[src/rtl/dcn_pkg.sv]
package dcn_pkg;
   // Default geometry of the masking stage.
   localparam int DCN_DATA_W   = 32;
   localparam int DCN_BIN_W    = 8;
   localparam int DCN_SUB_BITS = 4;
   localparam int DCN_WID_W    = 3;
   localparam int DCN_LATENCY  = 2;

   // Limit width: one bit wider than the sub-frame index so the span fits.
   function automatic int dcn_lim_w(input int sub_bits);
      return sub_bits + 1;
   endfunction
endpackage

[src/rtl/dcn_notch_limits.sv]
module dcn_notch_limits
   import dcn_pkg::*;
#(
   parameter int WID_W    = DCN_WID_W,
   parameter int SUB_BITS = DCN_SUB_BITS,
   localparam int LIM_W   = dcn_lim_w(SUB_BITS)
) (
   input  logic [WID_W-1:0] half_width,
   output logic             enable,
   output logic [LIM_W-1:0] lim_lo,
   output logic [LIM_W-1:0] lim_hi
);
   localparam logic [LIM_W-1:0] SPAN = LIM_W'(2 ** SUB_BITS);

   always_comb begin
      enable = (half_width != '0);
      lim_lo = LIM_W'(half_width);
      lim_hi = SPAN - LIM_W'(half_width);
   end
endmodule

[src/rtl/dcn_bin_window.sv]
module dcn_bin_window
   import dcn_pkg::*;
#(
   parameter int SUB_BITS = DCN_SUB_BITS,
   localparam int LIM_W   = dcn_lim_w(SUB_BITS)
) (
   input  logic [SUB_BITS-1:0] position,
   input  logic                enable,
   input  logic [LIM_W-1:0]    lim_lo,
   input  logic [LIM_W-1:0]    lim_hi,
   output logic                hit
);
   logic [LIM_W-1:0] pos_ext;

   always_comb begin
      pos_ext = LIM_W'(position);
      hit     = enable && ((pos_ext <= lim_lo) || (pos_ext >= lim_hi));
   end
endmodule

[src/rtl/dcn_delay_line.sv]
module dcn_delay_line #(
   parameter int W         = 40,
   parameter int STAGES    = 2,
   parameter bit HOLD_IDLE = 1'b1
) (
   input  logic         clk,
   input  logic         rst_n,
   input  logic         d_valid,
   input  logic [W-1:0] d_data,
   output logic         q_valid,
   output logic [W-1:0] q_data
);
   logic [STAGES-1:0] vq;
   logic [W-1:0]      dq [STAGES];
   logic [STAGES-1:0] load;

   // With HOLD_IDLE the data registers only load behind a valid beat.
   generate
      if (HOLD_IDLE) begin : g_hold
         if (STAGES == 1) begin : g_one
            assign load = d_valid;
         end else begin : g_many
            assign load = {vq[STAGES-2:0], d_valid};
         end
      end else begin : g_free
         assign load = '1;
      end
   endgenerate

   always_ff @(posedge clk or negedge rst_n) begin
      if (!rst_n) begin
         for (int i = 0; i < STAGES; i++) begin
            vq[i] <= 1'b0;
            dq[i] <= '0;
         end
      end else begin
         vq[0] <= d_valid;
         if (load[0]) dq[0] <= d_data;
         for (int i = 1; i < STAGES; i++) begin
            vq[i] <= vq[i-1];
            if (load[i]) dq[i] <= dq[i-1];
         end
      end
   end

   assign q_valid = vq[STAGES-1];
   assign q_data  = dq[STAGES-1];
endmodule

[src/rtl/dc_notch_mask.sv]
module dc_notch_mask
   import dcn_pkg::*;
#(
   parameter int DATA_W    = DCN_DATA_W,
   parameter int BIN_W     = DCN_BIN_W,
   parameter int SUB_BITS  = DCN_SUB_BITS,
   parameter int WID_W     = DCN_WID_W,
   parameter int LATENCY   = DCN_LATENCY,
   parameter bit HOLD_IDLE = 1'b1
) (
   input  logic              clk,
   input  logic              rst_n,
   input  logic [WID_W-1:0]  notch_half_width,
   input  logic              in_valid,
   input  logic [BIN_W-1:0]  in_bin,
   input  logic [DATA_W-1:0] in_iq,
   output logic              out_valid,
   output logic [BIN_W-1:0]  out_bin,
   output logic [DATA_W-1:0] out_iq
);
   localparam int LIM_W = dcn_lim_w(SUB_BITS);
   localparam int PKT_W = BIN_W + DATA_W;

   generate
      if (WID_W >= SUB_BITS) begin : g_bad_wid
         $error("half-width must stay below half the sub-frame");
      end
      if (BIN_W < SUB_BITS) begin : g_bad_bin
         $error("bin index narrower than sub-frame position");
      end
      if (LATENCY < 1) begin : g_bad_lat
         $error("latency must be at least one cycle");
      end
   endgenerate

   logic             win_en;
   logic [LIM_W-1:0] lim_lo;
   logic [LIM_W-1:0] lim_hi;
   logic             masked;
   logic [DATA_W-1:0] iq_sel;
   logic [PKT_W-1:0]  pkt_out;

   dcn_notch_limits #(
      .WID_W   (WID_W),
      .SUB_BITS(SUB_BITS)
   ) u_limits (
      .half_width(notch_half_width),
      .enable    (win_en),
      .lim_lo    (lim_lo),
      .lim_hi    (lim_hi)
   );

   dcn_bin_window #(
      .SUB_BITS(SUB_BITS)
   ) u_window (
      .position(in_bin[SUB_BITS-1:0]),
      .enable  (win_en),
      .lim_lo  (lim_lo),
      .lim_hi  (lim_hi),
      .hit     (masked)
   );

   assign iq_sel = masked ? '0 : in_iq;

   dcn_delay_line #(
      .W        (PKT_W),
      .STAGES   (LATENCY),
      .HOLD_IDLE(HOLD_IDLE)
   ) u_pipe (
      .clk    (clk),
      .rst_n  (rst_n),
      .d_valid(in_valid),
      .d_data ({in_bin, iq_sel}),
      .q_valid(out_valid),
      .q_data (pkt_out)
   );

   assign out_bin = pkt_out[PKT_W-1:DATA_W];
   assign out_iq  = pkt_out[DATA_W-1:0];
endmodule

[config.mk]
export PLATFORM = sky130hd
export DESIGN_NAME = dc_notch_mask
export DESIGN_NICKNAME = d
export VERILOG_FILES = /design/src/rtl/dcn_pkg.sv /design/src/rtl/dcn_notch_limits.sv /design/src/rtl/dcn_bin_window.sv /design/src/rtl/dcn_delay_line.sv /design/src/rtl/dc_notch_mask.sv
export SDC_FILE = /design/constraint.sdc
export NUM_CORES = 1
export LEC_CHECK = 0
export BUFFER_PORTS_ARGS = -buffer_cell sky130_fd_sc_hd__buf_2
export CELL_PAD_IN_SITES_DETAIL_PLACEMENT = 2
export CELL_PAD_IN_SITES_GLOBAL_PLACEMENT = 2
export CORE_AREA = 10 10 109 111
export CTS_BUF_LIST = sky130_fd_sc_hd__clkbuf_16
export CTS_CLUSTER_DIAMETER = 100
export CTS_CLUSTER_SIZE = 25
export DETAILED_ROUTE_END_ITERATION = 16
export DIE_AREA = 0 0 119 121
export PLACE_DENSITY_LB_ADDON = 0.1
export SLEW_MARGIN = 20
export SYNTH_ARGS = -nofsm -noshare
export SYNTH_HDL_FRONTEND = slang
export SYNTH_SLANG_ARGS = --single-unit
[constraint.sdc]
create_clock -name clk -period 2.9 [get_ports clk]
set_input_delay 0.725 -clock clk [delete_from_list [all_inputs] [get_ports clk]]
set_output_delay 0.725 -clock clk [all_outputs]
set_load 0.03 [all_outputs]
==> summary.txt <==
Finish
  • Layout cells sized above 1: 0.489
  • Most common cell after layout, fill and taps aside: buf_2
  • Layout area overhead: 16.0%
  • Diodes inserted: 0
  • Commonest non-fill, non-tap cells in the layout: buf_2 (85), dfrtp_1 (81), mux2_2 (48)
  • Fin cells: 458
  • Nets: 374

Timing
  • Final setup vio count: 0
  • Final Max Slew Viols: 0
  • Final worst path period need: 2.28 ns
  • RSZ-0062 raised after global routing: no
  • Max_slew headroom: 0.650
  • Clock Skew: 0.00574 ns
  • Worst Tran Pin Value: roughly 0.52 ns
  • Setup TNS: 0 ns
  • Fin. Hold Viols: 0
  • Fin worst setup slack: 0.619 ns
  • Tcrit/Tclk final: 0.787
  • Fmax: 438 MHz

Logic synthesis
  • Syn avg cell area: 13.4 um^2
  • Area contributors post-synth: dfrtp_1 (57%), mux2_2 (15%), mux2i_1 (8.8%)
  • Yosys top cell by area: dfrtp_1
  • Synth top area share: 0.566
  • Synth Instances: approximately 270
  • Synth unique cells: 21
  • Ys Warns: 0
  • Syn_nets: 325
  • FF+latch count, synth: slightly above 80
  • Synth Cell Area: roughly 3600 um^2
  • Sequential area share after synthesis: 0.566

Power
  • Power Dens Cells: 750 nW/um^2
  • Max IR drop VDD: 0.261 mV
  • Leakage: 2.14 nW
  • Final Power: 0.00316 W

Worst setup path
  • CP Capture Type: register
  • Crit start category: input pin
  • Crit path DAT: 2.53 ns
  • Max stage delay cell, worst path: o311a_4
  • CP required: between 3 and 4 ns
  • Setup CP Type: input pin to register
  • Worst path cell trace: buf_2 > inv_1 > ha_1 > ha_1 > inv_1 > ha_1 > o21ai_0 > o21ai_1 > o311a_4 > nor2_1
  • Crit-path max cell delay: ~0.47 ns
  • Cell mode on critical path: ha_1
  • R2R Setup Slk: ~1.4 ns
  • Max FO, Critical Path: 32

Global routing
  • Overflow after GRT: 0
  • Initial antenna violation count: 0
  • First-pass GRT wire length: 13.4 mm
  • Pin count of the biggest net entering global routing: 46
  • GR Util All Layers: 0.116
  • Vias in the first global route: 2553

Clocking
  • Root buffer cell: clkbuf_16
  • Postcts setup bufs: 0
  • Clock sink count: 82
  • # H-tree levels: 3
  • Max Root-Sink Buffers: 2
  • Post-cts resize count: 0
  • CTS tree: yes
  • CTS Hold Buffers Added: 0
  • Cts bufs inserted: 9
  • Reg clk slew, reported paths: 0.06 ns
  • Latest clock arrival within the worst-skew pair: ~0.33 ns

Detailed routing
  • Post-route DRC: 0
  • DR vias: 2112
  • WL per Instance: around 17 um
  • Drt initial violations: around 70
  • Pre-antenna DRT Iters: 4
  • DR vias/cell: 4.61
  • WL final: around 8 mm
  • Routed Antenna Nets: 0

Run
  • MaxCap Viol Count: 0

Floorplanning
  • Rows: 36
  • Initial cell density of the core: 0.376
  • IO Count: a little under 90
  • Core Footprint: 9640 um^2
  • Die Wd: 119 um
  • DIE HEIGHT: 121 um
  • Die area: between 10000 and 15000 um^2

Worst hold path
  • Worst hold path class: input pin to asynchronous set/reset pin

Place
  • Hpwl dp: 5.84 mm
  • GPL Wtd Cong: 0.715
  • Cells after DPL: around 440
  • Port bufs: 86
  • DP Worst Slack: between 0.2 and 0.25 ns

Status
  • Status: finished, final reports clean
-- area by class of cell --
type,instances,area (um^2)
clock buffers,9,225
clock inverters,7,68.8
fillers,1009,5430
inverters,7,26.3
multi-input cells,130,1180
flip-flops and latches,82,2050
well taps,133,166
repair buffers,90,488
-- critical path, delay by kind of cell --
family | cells | cell delay (ns)
compound gates | 3 | 0.72
fa+ha+maj | 3 | 0.71
buf+inv | 3 | 0.19
simple gates | 1 | 0.16
-- worst paths after layout --
check,from,to,cells after the start
min,rst_n,u_pipe.dq[73],1
min in group clk,u_pipe.q_data[29],u_pipe.q_data[29],1
max reg2reg,u_pipe.vq[0],u_pipe.q_data[36],2
max in group asynchronous,rst_n,u_pipe.dq[53],2
max,notch_half_width[0],u_pipe.dq[53],10
min reg2reg,u_pipe.q_data[29],u_pipe.q_data[29],1
-- sequential cells by signal (all words and copies together) (netlist names) --
| signal | count |
|---|---|
| u_pipe.vq | 2 |
| u_pipe.q_data | 40 |
| u_pipe.dq | 40 |
-- metal layers --
metal	global-route usage	vias to the layer above	wire length, um
li1	-	975	-
met1	0.142	1072	3570
met2	0.192	57	3920
met3	0.0312	8	395
met4	0.0412	0	88
met5	0	-	0
-- kinds of logic (layout without fill, tap and decap cells) --
kind of cell	Yosys count	count (layout)	synth area share
compound gates	6	6	0.0155
fa+ha+maj	8	8	0.0276
buf+inv	59	113	0.109
flops	82	82	0.566
mux	80	80	0.237
simple gates	36	36	0.0442
-- cells in the mapped netlist, drive strengths merged --
| master | instances |
|---|---|
| dfrtp | 82 |
| buf | 48 |
| mux2 | 48 |
| mux2i | 32 |
| nor2 | 32 |
| ha | 8 |
| inv | 7 |
| clkbuf | 4 |
| o21ai | 3 |
| a211oi | 2 |
| and4b | 1 |
| nand2 | 1 |
| nand2b | 1 |
| nor3 | 1 |
| o311a | 1 |
-- report_power, final --
| part | switching [W] | internal [W] | leakage, nW |
|---|---|---|---|
| combinational | 0.000397 | 0.000242 | 0.986 |
| sequential | 0.0000952 | 0.00132 | 1.01 |
| clock | 0.000438 | 0.000663 | 0.137 |
| total | 0.000930 | 0.00222 | 2.14 |
-- through the flow --
stage,utilization,hold slack [ns],cell area (um^2)
floorplan,-,0.406,3630
global placement,0.406,0.481,3910
detailed placement,0.406,0.490,3910
CTS,0.436,0.391,4210
global route,0.436,0.409,4210
finish,0.436,0.377,4210
(Power assumes the default switching activity.)
